[config.mk]
export PLATFORM = sky130hd
export DESIGN_NAME = frac_baud_gen
export DESIGN_NICKNAME = d
export VERILOG_FILES = /design/src/rtl/fbg_pkg.sv /design/src/rtl/fbg_scale_reg.sv /design/src/rtl/fbg_frac_accum.sv /design/src/rtl/fbg_period_cnt.sv /design/src/rtl/frac_baud_gen.sv
export SDC_FILE = /design/constraint.sdc
export NUM_CORES = 1
export LEC_CHECK = 0
export BUFFER_PORTS_ARGS = -buffer_cell sky130_fd_sc_hd__buf_2
export CORE_MARGIN = 8
export CORE_UTILIZATION = 50
export CTS_CLUSTER_DIAMETER = 120
export DETAILED_ROUTE_END_ITERATION = 7
export PLACE_DENSITY = 0.69
export SLEW_MARGIN = 20
export SYNTH_ARGS = -nofsm -noshare
export SYNTH_HDL_FRONTEND = slang
export SYNTH_SLANG_ARGS = --single-unit
[constraint.sdc]
create_clock -name clk -period 3.87 [get_ports clk]
set_input_delay 0.774 -clock clk [delete_from_list [all_inputs] [get_ports clk]]
set_output_delay 0.774 -clock clk [all_outputs]
set_load 0.01 [all_outputs]
[src/rtl/fbg_pkg.sv]
`timescale 1ns/1ps
package fbg_pkg;
    localparam int INT_W   = 18;
    localparam int FRAC_W  = 6;
    localparam int SCALE_W = INT_W + FRAC_W;
    localparam int CNT_W   = INT_W + 1;

    typedef struct packed {
        logic [INT_W-1:0]  ipart;
        logic [FRAC_W-1:0] fpart;
    } scale_t;

    // Divisor in 1/2^FRAC_W units, rounded to nearest.
    function automatic scale_t calc_scale(longint clk_hz, longint baud, longint os);
        longint den;
        longint q;
        den = baud * os;
        q   = ((clk_hz << FRAC_W) + den / 2) / den;
        return scale_t'(q[SCALE_W-1:0]);
    endfunction
endpackage

[src/rtl/fbg_scale_reg.sv]
`timescale 1ns/1ps
module fbg_scale_reg
    import fbg_pkg::*;
#(
    parameter scale_t RESET_SCALE = '0
) (
    input  logic   clk,
    input  logic   rst,
    input  logic   wr,
    input  scale_t wr_scale,
    output scale_t scale_q,
    output scale_t load_scale
);
    assign load_scale = rst ? RESET_SCALE : wr_scale;

    always_ff @(posedge clk) begin
        if (rst || wr) scale_q <= load_scale;
    end
endmodule

[src/rtl/fbg_frac_accum.sv]
`timescale 1ns/1ps
module fbg_frac_accum
    import fbg_pkg::*;
(
    input  logic              clk,
    input  logic              rst,
    input  logic              wr,
    input  logic [FRAC_W-1:0] load_frac,
    input  logic [FRAC_W-1:0] frac,
    input  logic              period_end,
    output logic              stretch
);
    logic [FRAC_W-1:0] acc;
    logic [FRAC_W:0]   sum;

    assign sum = {1'b0, acc} + {1'b0, frac};

    always_ff @(posedge clk) begin
        if (rst || wr) begin
            // first interval already consumed one fraction step (0+F never carries)
            acc     <= load_frac;
            stretch <= 1'b0;
        end else if (period_end) begin
            acc     <= sum[FRAC_W-1:0];
            stretch <= sum[FRAC_W];
        end
    end


    stretch_needs_frac_chk: assert property (@(posedge clk) disable iff (rst)
        stretch |-> (frac != '0));
endmodule

[src/rtl/fbg_period_cnt.sv]
`timescale 1ns/1ps
module fbg_period_cnt
    import fbg_pkg::*;
(
    input  logic             clk,
    input  logic             rst,
    input  logic             wr,
    input  logic [INT_W-1:0] ipart,
    input  logic             stretch,
    output logic             period_end,
    output logic             tick
);
    logic [CNT_W-1:0] cnt;
    logic [CNT_W-1:0] limit;

    assign limit      = {1'b0, ipart} + CNT_W'(stretch);
    assign period_end = (ipart != '0) && (cnt == CNT_W'(limit - 1'b1));

    always_ff @(posedge clk) begin
        if (rst || wr || ipart == '0) begin
            cnt  <= '0;
            tick <= 1'b0;
        end else if (period_end) begin
            cnt  <= '0;
            tick <= 1'b1;
        end else begin
            cnt  <= cnt + 1'b1;
            tick <= 1'b0;
        end
    end


    tick_single_chk: assert property (@(posedge clk) disable iff (rst)
        (tick && ipart > INT_W'(1)) |=> !tick);

    zero_int_silent_chk: assert property (@(posedge clk) disable iff (rst)
        (ipart == '0) |-> !tick);

    restart_clear_chk: assert property (@(posedge clk) disable iff (rst)
        wr |=> (!tick && cnt == '0));

    cnt_bound_chk: assert property (@(posedge clk) disable iff (rst)
        cnt <= {1'b0, ipart});
endmodule

[src/rtl/frac_baud_gen.sv]
`timescale 1ns/1ps
module frac_baud_gen
    import fbg_pkg::*;
#(
    parameter int CLK_HZ     = 50_000_000,
    parameter int BAUD       = 115_200,
    parameter int OVERSAMPLE = 16
) (
    input  logic               clk,
    input  logic               rst,
    input  logic               scale_we,
    input  logic [SCALE_W-1:0] scale_wdata,
    output logic               tick
);
    localparam scale_t DEF_SCALE = calc_scale(longint'(CLK_HZ), longint'(BAUD),
                                              longint'(OVERSAMPLE));

    scale_t scale_q;
    scale_t load_scale;
    logic   stretch;
    logic   period_end;

    fbg_scale_reg #(.RESET_SCALE(DEF_SCALE)) u_scale (
        .clk        (clk),
        .rst        (rst),
        .wr         (scale_we),
        .wr_scale   (scale_t'(scale_wdata)),
        .scale_q    (scale_q),
        .load_scale (load_scale)
    );

    fbg_frac_accum u_accum (
        .clk        (clk),
        .rst        (rst),
        .wr         (scale_we),
        .load_frac  (load_scale.fpart),
        .frac       (scale_q.fpart),
        .period_end (period_end),
        .stretch    (stretch)
    );

    fbg_period_cnt u_cnt (
        .clk        (clk),
        .rst        (rst),
        .wr         (scale_we),
        .ipart      (scale_q.ipart),
        .stretch    (stretch),
        .period_end (period_end),
        .tick       (tick)
    );


    reset_quiet_chk: assert property (@(posedge clk) rst |=> !tick);
endmodule

==> summary.txt <==
Floorplanning
  – DIE AREA: 8790 um2
  – Core Region: 5890 um2
  – # rows: 28
  – Initial Util: 51.4%
  – Chip height: 93.8 um
  – # IOs: 28
  – Die X-Extent: 93.8 um

Setup path
  – CP startpoint: u_scale.scale_q[6]
  – Slowest-stage cell, CP: or4b_4
  – Worst setup SP type: flop
  – CP Cell Sequence: inv_1, ha_1, ha_1, or4b_4, or4b_4, xnor2_2, nand4_1, nor4_2, a21o_2, buf_4, nor2_1
  – Crit Path Max Fanout: 14
  – Worst Setup End Kind: flop
  – Crit path DAT: 3.49 ns
  – Worst Path Required: 4.06 ns
  – Critical R2R Launch: u_scale.scale_q[6]
  – WS Path Type: reg2reg
  – Worst stage delay on the critical path: 0.56 ns

STA
  – RSZ-0062 raised after global routing: false
  – Min Tclk post-route: 3.29 ns
  – Rel. slew slack: 54.7%
  – Fin Setup TNS: 0 ns
  – Post-route setup slack: 0.576 ns
  – Worst-Margin Slew: 0.673 ns
  – Final hold vios: 0
  – Clk_skew: 0.0134 ns
  – Post-route clock period utilization: 85.1%
  – Setup violators final: 0
  – Final Max Tran Viols: 0
  – FMAX: 304 MHz

Route
  – Vias per cell: 5.38
  – DRC errors left: 0
  – DRT antenna net count: 0
  – Routed wire per std cell: 14.7 um
  – Vias: 2,244
  – Final wirelength: 6110 um
  – Initial drt markers: 180
  – Initial DRT Pass Iterations: 4

Placed design
  – Post-DP HPWL: 4670 um
  – Pre-CTS WS: 0.565 ns
  – Gpl congestion: 0.897
  – Buffers on Ports: 27

Clock tree
  – CTS max path bufs: 2
  – CTS HTree Levels: 2
  – CTS clock-pin slew for the worst setup and hold paths: 0.09 ns
  – CTS sink count: 51
  – Cts hold-fix bufs: 0
  – CTS buffer count: 5
  – CTS tree: done
  – Clk Latency, worst-skew pair: 0.30 ns
  – Clock Root Buffer: clkbuf_8
  – Setup Fix Bufs, Post-CTS: 0
  – Post-CTS Resized: 0

Synthesis
  – Synth Area in Compound Gates: 7.53%
  – Area contributors post-synth: edfxtp_1 (30%), dfxtp_1 (14%), xnor2_1 (7.0%)
  – Synth unique cells: 52
  – Syn_area_per_cell: 9.63 um2
  – Mapped Area: 3020 um2
  – EDFF count, synth: 30
  – Top_reg_cell synth: edfxtp_1
  – Largest family of logic cells by synthesized area: simple AND/OR/NAND/NOR gates
  – Synth Area in Adders: 4.39%
  – Synth top area share: 29.8%
  – Post-synthesis mux area share: 1.37%
  – Cells after Synth: 314
  – Post-Synth XOR/XNOR Area: 11.3%
  – Sequential area share after synthesis: 43.7%
  – Post-Synth Simple-Gate Area: 28.5%
  – Synth Warn #: 0
  – Yosys top cell by area: edfxtp_1
  – #FFs+latches synth: 51
  – Syn Nets: 351
  – Ys async rst share: 0%

Finish
  – Commonest non-fill, non-tap cell in the layout: edfxtp_1
  – Most frequent cells in the layout: edfxtp_1 (30), nor2_1 (29), nand2_1 (29)
  – Area Overhead vs Synth: 9.98%
  – Share of cells above drive strength 1: 18.4%
  – Nets: 378
  – Number of antenna repair diodes: 0

Power
  – VDD IR max: 225 uV
  – Power density over cell area: 351 nW/um2
  – Leak: 1.26 nW

Hold path
  – Hold path start: u_accum.stretch
  – Min-delay worst type: reg2reg

Global routing
  – Total grt overflow: 0
  – First-pass GRT wire length: 10,500 um
  – GR Util All Layers: 14.8%
  – Antenna violations before repair: 0
  – Largest net degree at the start of global routing: 32
  – Number of global-route vias before repair: 2,214

Run
  – Max-cap violations: 0

Outcome
  – Status: completed
-- per-stage QoR --
stage	util, %	instances	hold slack [ns]	power [W]	instance area, um2
4_1_cts	56.5	417	0.486	0.00118	3320
3_5_place_dp	54.6	409	0.473	0.000833	3210
3_3_place_gp	54.6	409	0.454	0.000828	3210
6_report	56.5	417	0.477	0.00117	3320
2_1_floorplan	-	314	0.438	0.000782	3020
5_1_grt	56.5	417	0.518	0.00123	3320
-- cell type report --
class / count / area [um2]
clock buffer: 7 / 101
clock inverter: 1 / 8.76
fill: 535 / 2560
inverter: 10 / 37.5
multi-input combinational: 243 / 1600
sequential: 51 / 1320
tap: 75 / 93.8
timing repair buffer: 30 / 158
-- worst max-delay path: cells and delay by family (launching register included) --
family / cells / cell delay [ns]
and+or+nand+nor: 5 / 1.46
adders and majority gates: 2 / 0.46
DFF: 1 / 0.39
AOI/OAI and AO/OA: 1 / 0.38
buffers and inverters: 2 / 0.36
xor gates and xnor gates: 1 / 0.13
-- state kept, by name, indices dropped and copies added (netlist names) --
signal / cells
u_accum.stretch: 1
u_cnt.tick: 1
u_accum.acc: 6
u_cnt.cnt: 19
u_scale.scale_q: 24
-- synthesized netlist by cell type (all sizes together), types with 2 or more instances --
library cell and number:
a31oi 3, xor2 13, or4b 3, nor4 3
inv 10, or2 6, nand2b 3, clkbuf 7
nor3 8, nor2 38, nor2b 25, or4 4
edfxtp 30, nand4 8, a21oi 10, xnor2 25
and3 4, o31ai 2, nor4b 2, nand3 7
o21ai 9, nor3b 2, dfxtp 21, a21o 2
or3 4, mux2i 3, and4 2, and3b 3
nand2 29, ha 9, a211oi 2, buf 3
-- report_power, final --
part / total (W) / leakage, nW / switching (W) / internal [W]
Sequential: 0.000646 / 0.483 / 0.0000347 / 0.000612
Clock: 0.000347 / 0.0574 / 0.000170 / 0.000177
Combinational: 0.000175 / 0.720 / 0.0000906 / 0.0000840
Total: 0.00117 / 1.26 / 0.000296 / 0.000872
-- worst paths after layout --
| kind | endpoint | slack, ns | cells after the start |
|---|---|---|---|
| setup / recovery | u_cnt.cnt[5] | 0.58 | 11 |
| hold / removal | u_accum.stretch | 0.48 | 2 |
| setup reg to reg | u_cnt.cnt[5] | 0.58 | 11 |
| hold reg to reg | u_accum.stretch | 0.48 | 2 |
-- layer usage --
metal | vias to the layer above | wire [um] | track usage (%)
met1 | 1036 | 2860 | 19.2
met3 | 7 | 242 | 2.72
met4 | 0 | 72 | 4.10
li1 | 1150 | - | -
met5 | - | 0 | 0
met2 | 51 | 2940 | 24.6
-- cell families after synthesis --
group,after synthesis
and+or+nand+nor,155
DFF,51
xor gates and xnor gates,38
AOI/OAI and AO/OA,36
buffers and inverters,20
adders and majority gates,10
muxes,4
No activity file was read; power rests on OpenSTA's default activity.
